### config.mk
export PLATFORM = sky130hd
export DESIGN_NAME = four_voice_pwm_dac
export DESIGN_NICKNAME = d
export VERILOG_FILES = /design/src/rtl/mix_pkg.sv /design/src/rtl/voice_summer.sv /design/src/rtl/ramp_counter.sv /design/src/rtl/duty_phase_fsm.sv /design/src/rtl/four_voice_pwm_dac.sv
export SDC_FILE = /design/constraint.sdc
export NUM_CORES = 1
export LEC_CHECK = 0
export BUFFER_PORTS_ARGS = -buffer_cell sky130_fd_sc_hd__buf_2
export CORE_UTILIZATION = 51
export CTS_BUF_LIST = sky130_fd_sc_hd__clkbuf_8
export CTS_CLUSTER_SIZE = 8
export DETAILED_ROUTE_END_ITERATION = 16
export GPL_ROUTABILITY_DRIVEN = 1
export PLACE_DENSITY = 0.9
export REMOVE_ABC_BUFFERS = 1
export SLEW_MARGIN = 40
export SYNTH_ARGS = -nofsm -noshare
export SYNTH_HDL_FRONTEND = slang
export SYNTH_SLANG_ARGS = --single-unit
### constraint.sdc
create_clock -name clk -period 2.5 [get_ports clk]
set_clock_uncertainty 0.2 [all_clocks]
set_input_delay 0.375 -clock clk [delete_from_list [all_inputs] [get_ports clk]]
set_output_delay 0.375 -clock clk [all_outputs]
set_load 0.02 [all_outputs]
### src/rtl/mix_pkg.sv
package mix_pkg;

    // Output phase of the PWM machine
    typedef enum logic {
        PH_SPACE = 1'b0,
        PH_MARK  = 1'b1
    } pwm_phase_e;

    localparam int unsigned MIX_DATA_W_DEF = 10;
    localparam int unsigned MIX_VOICES_DEF = 4;

endpackage

### src/rtl/voice_summer.sv
module voice_summer #(
    parameter int unsigned DATA_W = 10,
    parameter int unsigned VOICES = 4
) (
    input  logic [VOICES*DATA_W-1:0] voices_i,
    output logic [DATA_W-1:0]        duty_o
);

    logic signed [DATA_W-1:0] partial [VOICES+1];

    assign partial[0] = '0;

    generate
        for (genvar gi = 0; gi < VOICES; gi++) begin : g_acc
            assign partial[gi+1] = partial[gi] + $signed(voices_i[gi*DATA_W +: DATA_W]);
        end
    endgenerate

    // offset binary: flip the sign bit
    assign duty_o = {~partial[VOICES][DATA_W-1], partial[VOICES][DATA_W-2:0]};

endmodule

### src/rtl/ramp_counter.sv
module ramp_counter #(
    parameter int unsigned CNT_W = 10
) (
    input  logic             clk,
    input  logic             rst_n,
    output logic [CNT_W-1:0] cnt_o,
    output logic [CNT_W-1:0] cnt_nxt_o,
    output logic             wrap_o,
    output logic             start_o
);

    localparam logic [CNT_W-1:0] STEP = {{(CNT_W-1){1'b0}}, 1'b1};

    logic [CNT_W-1:0] cnt_q;
    logic             start_q;

    assign cnt_nxt_o = cnt_q + STEP;
    assign wrap_o    = (cnt_q == {CNT_W{1'b1}});
    assign cnt_o     = cnt_q;
    assign start_o   = start_q;

    always_ff @(posedge clk or negedge rst_n) begin
        if (!rst_n) begin
            cnt_q   <= '0;
            start_q <= 1'b0;
        end else begin
            cnt_q   <= cnt_nxt_o;
            start_q <= wrap_o;
        end
    end

endmodule

### src/rtl/duty_phase_fsm.sv
module duty_phase_fsm
    import mix_pkg::*;
#(
    parameter int unsigned DATA_W = 10
) (
    input  logic              clk,
    input  logic              rst_n,
    input  logic [DATA_W-1:0] cnt_nxt_i,
    input  logic              wrap_i,
    input  logic [DATA_W-1:0] duty_new_i,
    output logic [DATA_W-1:0] duty_o,
    output logic              pwm_o
);

    localparam logic [DATA_W-1:0] MIDPOINT = {1'b1, {(DATA_W-1){1'b0}}};

    pwm_phase_e        state_q, state_d;
    logic [DATA_W-1:0] duty_q, duty_d;

    always_comb begin
        duty_d  = wrap_i ? duty_new_i : duty_q;
        state_d = (cnt_nxt_i < duty_d) ? PH_MARK : PH_SPACE;
    end

    always_ff @(posedge clk or negedge rst_n) begin
        if (!rst_n) begin
            state_q <= PH_SPACE;
            duty_q  <= MIDPOINT;
        end else begin
            state_q <= state_d;
            duty_q  <= duty_d;
        end
    end

    always_comb begin
        unique case (state_q)
            PH_MARK:  pwm_o = 1'b1;
            PH_SPACE: pwm_o = 1'b0;
            default:  pwm_o = 1'b0;
        endcase
    end

    assign duty_o = duty_q;

endmodule

### src/rtl/four_voice_pwm_dac.sv
module four_voice_pwm_dac
    import mix_pkg::*;
#(
    parameter int unsigned DATA_W = MIX_DATA_W_DEF,
    parameter int unsigned VOICES = MIX_VOICES_DEF
) (
    input  logic                     clk,
    input  logic                     rst_n,
    input  logic [VOICES*DATA_W-1:0] voices_i,
    output logic                     pwm_o,
    output logic                     period_start_o
);

    logic [DATA_W-1:0] cnt_q;
    logic [DATA_W-1:0] cnt_nxt;
    logic              wrap;
    logic [DATA_W-1:0] duty_new;
    logic [DATA_W-1:0] duty_q;

    voice_summer #(.DATA_W(DATA_W), .VOICES(VOICES)) u_sum (
        .voices_i (voices_i),
        .duty_o   (duty_new)
    );

    ramp_counter #(.CNT_W(DATA_W)) u_ramp (
        .clk       (clk),
        .rst_n     (rst_n),
        .cnt_o     (cnt_q),
        .cnt_nxt_o (cnt_nxt),
        .wrap_o    (wrap),
        .start_o   (period_start_o)
    );

    duty_phase_fsm #(.DATA_W(DATA_W)) u_fsm (
        .clk        (clk),
        .rst_n      (rst_n),
        .cnt_nxt_i  (cnt_nxt),
        .wrap_i     (wrap),
        .duty_new_i (duty_new),
        .duty_o     (duty_q),
        .pwm_o      (pwm_o)
    );

endmodule

Word level (Yosys, flattened, before mapping)
Cells that the tools add are included.
{"block": "totals", "wordCells": 15, "output_inout_bits": 2, "reg_bits": 22}
{"block": "classes", "muxes": 3, "add_sub_neg": 4, "magnitude_cmp": 1, "bitwise": 2, "eq_ne": 1}
{"cell": "adder 10 bit", "count": 3}
{"cell": "adder 10 x 1 -> 10 bit, second input constant", "count": 1}
{"cell": "== test 10 bit, second input constant", "count": 1}
{"cell": "< comparator 10 bit", "count": 1}
{"cell": "2-to-1 mux 10 bit", "count": 1}
{"cell": "inverter 1 bit", "count": 2}
{"cell": "case mux 1 bit (2 select lines)", "count": 1}
{"cell": "2-to-1 mux 1 bit", "count": 1}

Logic depth before layout (Yosys ltp)
Gate-level depths: netlist of run 1.
{"block": "depth", "ltp_word": 7, "depth_mapped": 18, "ltp_nobuf": 18}

Cells and area by module
A second synthesis of run 1 with hierarchy kept.
{"block": "unflattened", "hier_cells": 200, "hier_area_um2": 1963.1}
{"mod": "voice_summer", "n_inst": 1, "area_per_inst_um2": 910.9, "cells_each": 111}
{"mod": "duty_phase_fsm", "n_inst": 1, "area_per_inst_um2": 616.8, "cells_each": 54}
{"mod": "ramp_counter", "n_inst": 1, "area_per_inst_um2": 435.4, "cells_each": 35}

Worst setup path before layout of run 1
OpenSTA, ideal clock, no wires.
{"block": "synth_timing", "path_type": "input-to-reg", "from": "input port voices_i[1]", "to": "register u_fsm.state_q", "arrival_time_ps": 3564, "cell_stages": 18, "slack_ps": -1346, "cell_sequence": "inv_1 -> fa_1 -> inv_1 -> fa_1 -> ha_1 -> inv_1 -> fa_1 -> nand2b_1 -> a21oi_1 -> o22ai_1 -> xnor2_1 -> mux2i_1 -> ha_1 -> nand4_1 -> nor2_1 -> a21oi_1 -> o211ai_1 -> a31oi_1"}
{"block": "synth_via", "elab_chain_cells": 7}
{"item": "start, declared", "line_no": "four_voice_pwm_dac.sv:9", "rtl": "input logic [VOICES*DATA_W-1:0] voices_i,"}
{"item": "adder 10 bit * (3 in series)", "line_no": "voice_summer.sv:15", "rtl": "assign partial[gi+1] = partial[gi] + $signed(voices_i[gi*DATA_W +: DATA_W]);"}
{"item": "inverter 1 bit", "line_no": "voice_summer.sv:20", "rtl": "assign duty_o = {~partial[VOICES][DATA_W-1], partial[VOICES][DATA_W-2:0]};"}
{"item": "2-to-1 mux 10 bit *", "line_no": "duty_phase_fsm.sv:21", "rtl": "duty_d = wrap_i ? duty_new_i : duty_q;"}
{"item": "< comparator 10 bit *", "line_no": "duty_phase_fsm.sv:22", "rtl": "state_d = (cnt_nxt_i < duty_d) ? PH_MARK : PH_SPACE;"}
{"item": "2-to-1 mux 1 bit *", "line_no": "duty_phase_fsm.sv:22"}
{"item": "named net u_fsm.state_d", "line_no": "duty_phase_fsm.sv:17", "rtl": "pwm_phase_e state_q, state_d;"}
{"item": "end signal, assigned", "line_no": "duty_phase_fsm.sv:30", "rtl": "state_q <= state_d;"}
{"item": "end, declared", "line_no": "duty_phase_fsm.sv:17"}
Mark *: on every way through the listed nets, which the timed path passes. The rest lies on a longest branch.

Worst setup path in the final report of run 1
{"block": "layout_timing", "from": "input port voices_i[21]", "to": "register u_fsm.state_q"}
{"block": "layout_via", "elab_chain_cells": 6}
{"item": "adder 10 bit * (2 in series)", "line_no": "voice_summer.sv:15"}
{"item": "inverter 1 bit", "line_no": "voice_summer.sv:20"}
{"item": "2-to-1 mux 10 bit *", "line_no": "duty_phase_fsm.sv:21"}
{"item": "< comparator 10 bit *", "line_no": "duty_phase_fsm.sv:22"}
{"item": "2-to-1 mux 1 bit *", "line_no": "duty_phase_fsm.sv:22"}
{"item": "named net u_fsm.state_d", "line_no": "duty_phase_fsm.sv:17"}
Marked as above.

==> results.tsv, run 1 <==
stage	metric	value	unit
outcome	status	finished, violations left	
outcome	violations	negative setup slack	
layout	nFillCells	231	
sta	min_period_over_period	161	%
logic_synthesis	synth_top_area_share	26.3	%
cts	cts_tree	done	
layout	mostFrequentLayoutCell	inv_1	
pwr	power.density	573	nW/um^2
sta	hold_viol_final	0	
die	fp.dieH	64.6	um
critical_path	worstPathMaxFanout	2	
sta	tns	-4.95	ns
logic_synthesis	yosysWarningCount	0	
cts	clock-sinks	22	
logic_synthesis	ys.flop_type	dfrtp_1	
route	via_per_inst	5.27	
cts	path_clk_slew	0.08	ns
layout	diodes	0	
layout	final_area	2720	sq um
sta	fin_ws	-1.54	ns
grt	grt_pass1_vias	1711	
sta	max_freq	0.248	GHz
critical_path	start_kind	primary input	
die	die_x	64.6	um
layout	layout-drive-gt1-share	41.9	%
cts	htreeDepth	1	
cts	insertion_delay	0.26	ns
cts	cts_inserted_buffers	3	
logic_synthesis	async_reset_ff_share	100	%
logic_synthesis	yosysTopAreaCell	dfrtp_1	
sta	hold_slack	0.290	ns
pwr	p_leak	1.43	nW
layout	regArea	552	sq um
die	ios	44	
route	wire_per_inst	16.0	um
layout	area_growth	36.0	%
critical_path	critPathArrivalTime	4.00	ns
critical_path	cp-end-kind	flip-flop	
route	dr.pass1.iters	4	
logic_synthesis	yosysSeqAreaShare	27.6	%
critical_path	crit_type	in2reg	
logic_synthesis	synth.avg_cell_area	10.2	sq um
die	start_util	53.7	%
sta	fin_crit	4.04	ns
grt	grt.overflow.total	0	
logic_synthesis	synth_edf_count	0	
sta	rsz0062_at_grt	yes	
route	routed_wl	5080	um
route	drc	0	
logic_synthesis	synthCells	195	
layout	multiInputGateArea	1370	sq um
sta	final-max-slew-violation-count	0	
logic_synthesis	ys_seq_elements	22	
grt	track_usage	23.2	%
grt	grt_pass1_wl	7240	um
critical_path	crit_required	2.47	ns
sta	slew_headroom	68.2	%
grt	grt_max_degree	23	
die	die-area	4170	sq um
cts	clockBufferDepth	2	
layout	final_cell_mix	44 x inv_1, 40 x buf_2, 26 x buf_4, 21 x dfrtp_1, 17 x fa_1	
sta	worstMarginPinSlew	0.477	ns
placement	postPlaceCellArea	2420	sq um
logic_synthesis	synth_area_leaders	dfrtp_1 26%, fa_1 18%, ha_1 12%, inv_1 9.6%, xnor2_1 7.5%	
grt	antenna_found_initial	0	
flow_run	drv_cap	0	
cts	cts_root_buffer	clkbuf_8	
route	postRouteAntennaNets	0	
die	core_area	3720	sq um
placement	globalplace.congestion	0.758	
layout	fin_nets	350	
placement	pre_cts_ws	-1.67	ns
placement	io_buffers	43	
logic_synthesis	netlist_area	2000	sq um
placement	hpwl	3050	um
hold_path	hp-class	reg2reg	
route	drt_iter0_drc	116	
logic_synthesis	ys_types	34	
die	fp-row-count	22	
route	vias	1675	
sta	finalSetupViolCount	8	
layout	postLayoutCoreUtil	73.1	%
pwr	vdd_drop_max	0.237	mV
-- cell families after synthesis --
logic type	after synthesis	synth area share, %
AOI/OAI and AO/OA	26	8.27
adders and majority gates	37	30.0
buffers and inverters	53	10.6
and+or+nand+nor	23	6.96
DFF	22	27.6
muxes	14	7.77
xor gates and xnor gates	20	8.78
-- cells in the mapped netlist, types with 2 or more instances --
cell       n
nand2_1    4
dfrtp_1   21
inv_1     51
xor2_1     3
mux2_2     4
o21ai_0    4
mux2i_1    8
nand4_1    2
mux2_4     2
a21o_1     3
nor2_1     3
fa_1      18
a21oi_1    7
ha_1      19
a31oi_1    2
o21a_1     2
o211ai_1   2
a211oi_1   2
xnor2_1   17
nand2b_1   3
nand3_1    5
-- routing by layer --
layer  share of wire, %  routed length [um]  track usage (%)
met1                 37                1880             23.8
met3                4.4                 223             5.63
met4                5.2                 265             6.39
met2                 53                2710             45.7
met5                  0                   0                0
-- worst paths after layout --
check	endpoint	startpoint	slack (ns)	cells past startpoint
max	u_fsm.state_q	voices_i[21]	-1.54	19
min	u_fsm.duty_o[2]	u_fsm.duty_o[2]	0.29	2
max reg2reg	u_fsm.state_q	u_ramp.cnt_o[1]	-0.33	13
min reg2reg	u_fsm.duty_o[2]	u_fsm.duty_o[2]	0.29	2
max in group asynchronous	u_fsm.duty_o[9]	rst_n	1.35	2
min in group asynchronous	u_ramp.cnt_o[2]	rst_n	0.40	2
-- power breakdown --
| part | internal [mW] | switching (mW) |
|---|---|---|
| sequential | 0.356 | 0 |
| combinational | 0.485 | 0.462 |
| clock | 0.140 | 0.112 |
| total | 0.981 | 0.573 |
-- stage by stage --
| stage | total power [mW] | cells |
|---|---|---|
| after floorplan | 0.767 | 194 |
| after global placement | 0.968 | 305 |
| after detailed placement | 0.988 | 305 |
| after CTS | 1.35 | 315 |
| after global routing | 1.67 | 318 |
| final | 1.55 | 318 |
-- worst max-delay path: stages --
cell	delay, ns
buf_6	0.07
inv_2	0.03
fa_1	0.53
inv_1	0.06
fa_1	0.50
ha_2	0.20
inv_2	0.04
fa_2	0.35
nand2b_4	0.18
a21oi_4	0.16
o22ai_2	0.12
xnor2_2	0.21
mux2i_1	0.12
ha_1	0.31
nand4_1	0.12
nor2_2	0.06
a21oi_1	0.17
o211ai_1	0.17
a31oi_1	0.23
-- area by class of cell --
type                    count  area share [%]
repair buffers             72            17.5
flip-flops and latches     22            20.3
well taps                  48            2.21
clock buffers               4            2.03
multi-input cells         120            50.5
inverters                  52            7.47
-- state kept, by name (all words and copies together), names as in the netlist --
register and cells:
u_ramp.cnt_o 10, u_fsm.state_q 1, u_fsm.duty_o 10, u_ramp.start_o 1
-- timing repair --
item                       4_1_cts  5_1_grt
hold buffers                     1        0
gates resized for setup         24       17
gates cloned                     0        0
pin swaps                       25       14
hold endpoints to repair        21        0
setup buffers                    5        4
setup endpoints to repair        9        9
Power figures use the tool's default switching activity.
==> run 2: changes to the inputs <==
TNS_END_PERCENT = 10   (was unset)
==> results.tsv, run 2 (synthesis results as in run 1) <==
stage	metric	value	unit
layout	postLayoutCoreUtil	70.8	%
route	postRouteAntennaNets	0	
die	die_x	64.6	um
outcome	violations	negative setup slack	
layout	final_cells	315	
layout	mostFrequentLayoutCell	inv_1	
cts	cts_tree	done	
die	die-area	4170	sq um
layout	final_cell_mix	47 x inv_1, 41 x buf_2, 24 x buf_4, 21 x dfrtp_1, 17 x fa_1	
cts	path_clk_slew	0.08	ns
cts	clockBufferDepth	2	
grt	grt_pass1_wl	7030	um
cts	clock-sinks	22	
cts	cts_inserted_buffers	3	
grt	track_usage	22.5	%
sta	max_freq	0.254	GHz
cts	htreeDepth	1	
layout	area_growth	31.8	%
layout	fin_nets	347	
route	via_per_inst	5.06	
critical_path	critPathArrivalTime	3.91	ns
placement	hpwl	3050	um
die	fp-row-count	22	
grt	antenna_found_initial	0	
grt	grt_pass1_vias	1697	
pwr	p_leak	1.40	nW
flow_run	drv_cap	0	
grt	grt_max_degree	23	
cts	cts_root_buffer	clkbuf_8	
placement	dp_cells	305	
placement	globalplace.congestion	0.758	
sta	tns	-4.58	ns
sta	finalSetupViolCount	8	
route	dr.pass1.iters	4	
critical_path	cp-end-kind	flip-flop	
route	drc	0	
layout	final_area	2630	sq um
critical_path	crit_required	2.48	ns
pwr	power.density	548	nW/um^2
route	drt_iter0_drc	48	
pwr	vdd_drop_max	0.259	mV
cts	insertion_delay	0.27	ns
placement	postPlaceCellArea	2420	sq um
route	vias	1593	
sta	fin_crit	3.93	ns
layout	diodes	0	
placement	io_buffers	43	
sta	hold_viol_final	0	
route	wire_per_inst	14.5	um
die	fp.dieH	64.6	um
die	core_area	3720	sq um
critical_path	worstPathMaxFanout	2	
sta	hold_slack	0.289	ns
critical_path	start_kind	primary input	
die	ios	44	
sta	final-max-slew-violation-count	0	
sta	rsz0062_at_grt	yes	
sta	worstMarginPinSlew	0.484	ns
route	routed_wl	4570	um
layout	layout-drive-gt1-share	37.8	%
outcome	status	finished, violations left	
die	start_util	53.7	%
hold_path	hp-class	in2reg	
sta	fin_ws	-1.43	ns
grt	grt.overflow.total	0	
sta	slew_headroom	67.8	%
sta	min_period_over_period	157	%
critical_path	crit_type	in2reg	
run 2: changes by cell type in the layout (fill, tap and decap cells not counted), moves of 2 or more:
cell / before / now
inv_1: 44 / 47
buf_4: 26 / 24
inv_2: 6 / 4
o21ai_1: 1 / 3
o21ai_2: 2 / 0
xnor2_1: 14 / 16
run 2: what timing repair did:
item	4_1_cts	5_1_grt
pin swaps	16	14
buffers inserted	1	4
hold endpoints to repair	21	0
gates resized for setup	15	9
hold buffers	1	0
gates cloned	0	0
setup endpoints to repair	9	9
run 2: final timing paths:
| check | from | to | slack (ns) | depth (start not counted) |
|---|---|---|---|---|
| worst max-delay path | voices_i[12] | u_fsm.state_q | -1.43 | 17 |
| min in group asynchronous | rst_n | u_ramp.cnt_o[2] | 0.40 | 2 |
| worst min-delay path | voices_i[30] | u_fsm.duty_o[0] | 0.29 | 3 |
| worst max register to register | u_ramp.cnt_o[1] | u_fsm.state_q | -0.19 | 12 |
| max in group asynchronous | rst_n | u_fsm.duty_o[9] | 1.35 | 2 |
| worst min register to register | u_fsm.duty_o[2] | u_fsm.duty_o[2] | 0.30 | 2 |
run 2: area by class of cell:
| class | instances | area (sq um) |
|---|---|---|
| Fill cell | 248 | 1080 |
| Clock buffer | 4 | 55.1 |
| Multi-Input combinational cell | 120 | 1330 |
| Inverter | 52 | 200 |
| Timing Repair Buffer | 69 | 438 |
| Tap cell | 48 | 60.1 |
| Sequential cell | 22 | 552 |
run 2: critical path, stage by stage:
cell	delay [ns]
buf_2	0.08
inv_1	0.04
fa_1	0.59
fa_1	0.49
buf_4	0.17
fa_2	0.39
nand2b_4	0.17
a21oi_4	0.15
a211oi_2	0.06
xnor2_1	0.27
mux2i_1	0.16
ha_1	0.31
a21oi_1	0.15
nor2b_1	0.07
o21ai_1	0.16
o211ai_1	0.12
a31oi_1	0.16
run 2: stage by stage:
| step | setup WS [ns] | total power, mW |
|---|---|---|
| final | -1.43 | 1.44 |
| after global routing | -1.58 | 1.54 |
| after CTS | -1.28 | 1.31 |
| after detailed placement | -1.67 | 0.988 |
| after global placement | -1.49 | 0.968 |
| after floorplan | -1.35 | 0.767 |
run 2: routing by layer:
layer  track usage [%]  share of wire, %  vias up
li1                  -                 -      765
met1              22.7                38      739
met2              43.9                53       60
met3              4.58               3.7       29
met4              9.17               6.1        0
met5                 0                 0        -
run 2: power by group:
group | internal, mW | switching [mW] | total (mW) | leakage (nW)
clock | 0.141 | 0.115 | 0.255 | 0.0288
sequential | 0.356 | 0 | 0.356 | 0.284
combinational | 0.428 | 0.403 | 0.830 | 1.09
total | 0.924 | 0.517 | 1.44 | 1.40
==> run 3: changes to the inputs <==
ABC_AREA = 1   (was unset)
CORE_UTILIZATION = 52   (was 51)
SKIP_CTS_REPAIR_TIMING = 1   (was unset)
==> results.tsv, run 3 <==
stage	metric	value	unit
critical_path	crit_type	in2reg	
logic_synthesis	synth_top_area_share	24.1	%
die	core_area	4000	sq um
placement	pre_cts_ws	-1.54	ns
logic_synthesis	async_reset_ff_share	100	%
sta	hold_slack	0.267	ns
pwr	power	1.34	mW
pwr	vdd_drop_max	0.277	mV
sta	tns	-2.58	ns
logic_synthesis	ys.flop_type	dfrtp_1	
pwr	switching_share	36.3	%
die	fp-row-count	23	
grt	antenna_found_initial	0	
grt	grt.overflow.total	0	
layout	mostFrequentLayoutCell	inv_1	
grt	track_usage	22.2	%
layout	area_growth	26.4	%
route	vias	1899	
layout	fin_nets	418	
logic_synthesis	netlist_area	2180	sq um
cts	insertion_delay	0.26	ns
sta	fin_ws	-1.16	ns
logic_synthesis	yosysTopAreaCell	dfrtp_1	
layout	final_cells	388	
layout	final_area	2750	sq um
pwr	pwr-share-seq	26.5	%
logic_synthesis	ys_seq_elements	22	
hold_path	holdPathStages	2	
sta	fin_crit	3.66	ns
die	ios	44	
layout	postLayoutCoreUtil	68.8	%
placement	globalplace.congestion	0.896	
outcome	status	finished, violations left	
sta	finalSetupViolCount	8	
logic_synthesis	yosysWarningCount	0	
pwr	p_leak	1.68	nW
sta	min_period_over_period	146	%
layout	final_cell_mix	78 x inv_1, 50 x nand2_1, 42 x buf_2, 21 x dfrtp_1, 17 x nand3_1	
pwr	p_int	0.853	mW
cts	cts_inserted_buffers	3	
sta	max_freq	0.273	GHz
logic_synthesis	synth.most_common_cell	inv_1	
logic_synthesis	synth_area_leaders	dfrtp_1 24%, fa_1 17%, inv_1 14%, ha_1 11%, nand2_1 9.1%	
grt	grt_pass1_vias	2039	
critical_path	cp-end-kind	flip-flop	
die	start_util	54.4	%
outcome	violations	negative setup slack	
placement	dp_cells	383	
sta	final-max-slew-violation-count	0	
grt	grt_pass1_wl	7620	um
hold_path	hp-class	reg2reg	
flow_run	drv_cap	0	
placement	hpwl	3570	um
route	drc	0	
placement	postPlaceCellArea	2560	sq um
logic_synthesis	ys_types	27	
route	drt_iter0_drc	103	
cts	htreeDepth	1	
logic_synthesis	synth_edf_count	0	
sta	hold_viol_final	0	
cts	clock-sinks	22	
logic_synthesis	synth_common_cells	81 x inv_1, 53 x nand2_1, 21 x dfrtp_1, 19 x ha_1	
layout	layout-drive-gt1-share	30.8	%
sta	rsz0062_at_grt	yes	
logic_synthesis	synthCells	274	
die	die-area	4450	sq um
pwr	p_comb_share	54.3	%
hold_path	whs_endpoint	u_fsm.duty_o[9]	
sta	slew_headroom	67.5	%
placement	io_buffers	43	
route	dr.pass1.iters	4	
sta	worstMarginPinSlew	0.488	ns
route	routed_wl	4700	um
route	via_per_inst	4.89	
critical_path	start_kind	primary input	
critical_path	r2r_cells	15	
layout	diodes	0	
critical_path	worstPathMaxFanout	4	
cts	cts_tree	done	
cts	clockBufferDepth	2	
logic_synthesis	yosysSeqAreaShare	25.3	%
cts	cts_root_buffer	clkbuf_8	
critical_path	critPathArrivalTime	3.64	ns
logic_synthesis	synth.avg_cell_area	7.95	sq um
grt	grt_max_degree	23	
critical_path	rr_startpoint	u_ramp.cnt_o[0]	
critical_path	crit_required	2.48	ns
critical_path	r2r_end	u_fsm.state_q	
route	wire_per_inst	12.1	um
pwr	power_frac_clock	19.2	%
die	die_x	66.7	um
hold_path	holdCritStartpoint	u_fsm.duty_o[9]	
critical_path	reg2reg_slack	-0.17	ns
pwr	power.switching	0.486	mW
pwr	power.density	487	nW/um^2
die	fp.dieH	66.7	um
route	postRouteAntennaNets	0	
cts	path_clk_slew	0.08	ns
## run 3: cell count changes in the layout (fill, tap and decap cells not counted), sizes merged, moves of 4 or more
cell	before	now
inv	52	83
nor2	4	9
nand3	7	18
mux2i	8	0
nand2	4	58
mux2	6	0
o21ai	5	11
buf	68	60
xnor2	17	5
xor2	3	7
## run 3: kinds of logic after synthesis
logic type                 synth area share [%]
AOI/OAI and AO/OA                          6.67
buffers and inverters                      15.2
DFF                                        25.3
adders and majority gates                  27.5
xor gates and xnor gates                   4.83
and+or+nand+nor                            20.5
## run 3: per-layer routing
metal | wire (um) | vias to the layer above | GRT usage [%]
li1 | - | 944 | -
met1 | 1810 | 886 | 22.3
met2 | 2590 | 53 | 43.6
met3 | 168 | 16 | 3.25
met4 | 128 | 0 | 10.9
met5 | 0 | - | 0
## run 3: final cells by class
type,instances,area (sq um)
multi-input combinational,168,1410
fill,273,1250
sequential,22,552
timing repair buffer,61,363
inverter,83,312
tap,50,62.6
clock buffer,4,55.1
## run 3: how the worst max path moves through the flow
| stage | start | endpoint | slack (ns) | cells past startpoint |
|---|---|---|---|---|
| global placement | voices_i[1] | u_fsm.state_q | -1.42 | 21 |
| detailed placement | voices_i[1] | u_fsm.state_q | -1.54 | 21 |
| finish | voices_i[1] | u_fsm.state_q | -1.16 | 21 |
| floorplan | voices_i[1] | u_fsm.state_q | -1.34 | 19 |
| CTS | voices_i[1] | u_fsm.state_q | -1.30 | 21 |
| global route | voices_i[14] | u_fsm.state_q | -1.43 | 19 |
## run 3: critical path: stages
cell and delay (ns):
buf_6 0.07, inv_2 0.03, fa_1 0.56, inv_2 0.05
fa_1 0.52, ha_2 0.19, inv_2 0.04, fa_2 0.34
o21ai_2 0.14, buf_6 0.12, nand2_1 0.05, nand2_1 0.07
nand3_1 0.07, nand3_1 0.09, nand2_2 0.07, ha_4 0.25
nand2_1 0.08, nor2_1 0.07, a211oi_2 0.21, o21ai_1 0.10
a21oi_1 0.16
## run 3: power groups by stage
stage / clock, mW / combinational (mW) / sequential [mW]
after detailed placement: 0 / 0.632 / 0.363
after global routing: 0.272 / 0.825 / 0.356
after global placement: 0 / 0.603 / 0.363
after CTS: 0.260 / 0.635 / 0.356
after floorplan: 0 / 0.402 / 0.363
final: 0.257 / 0.728 / 0.356
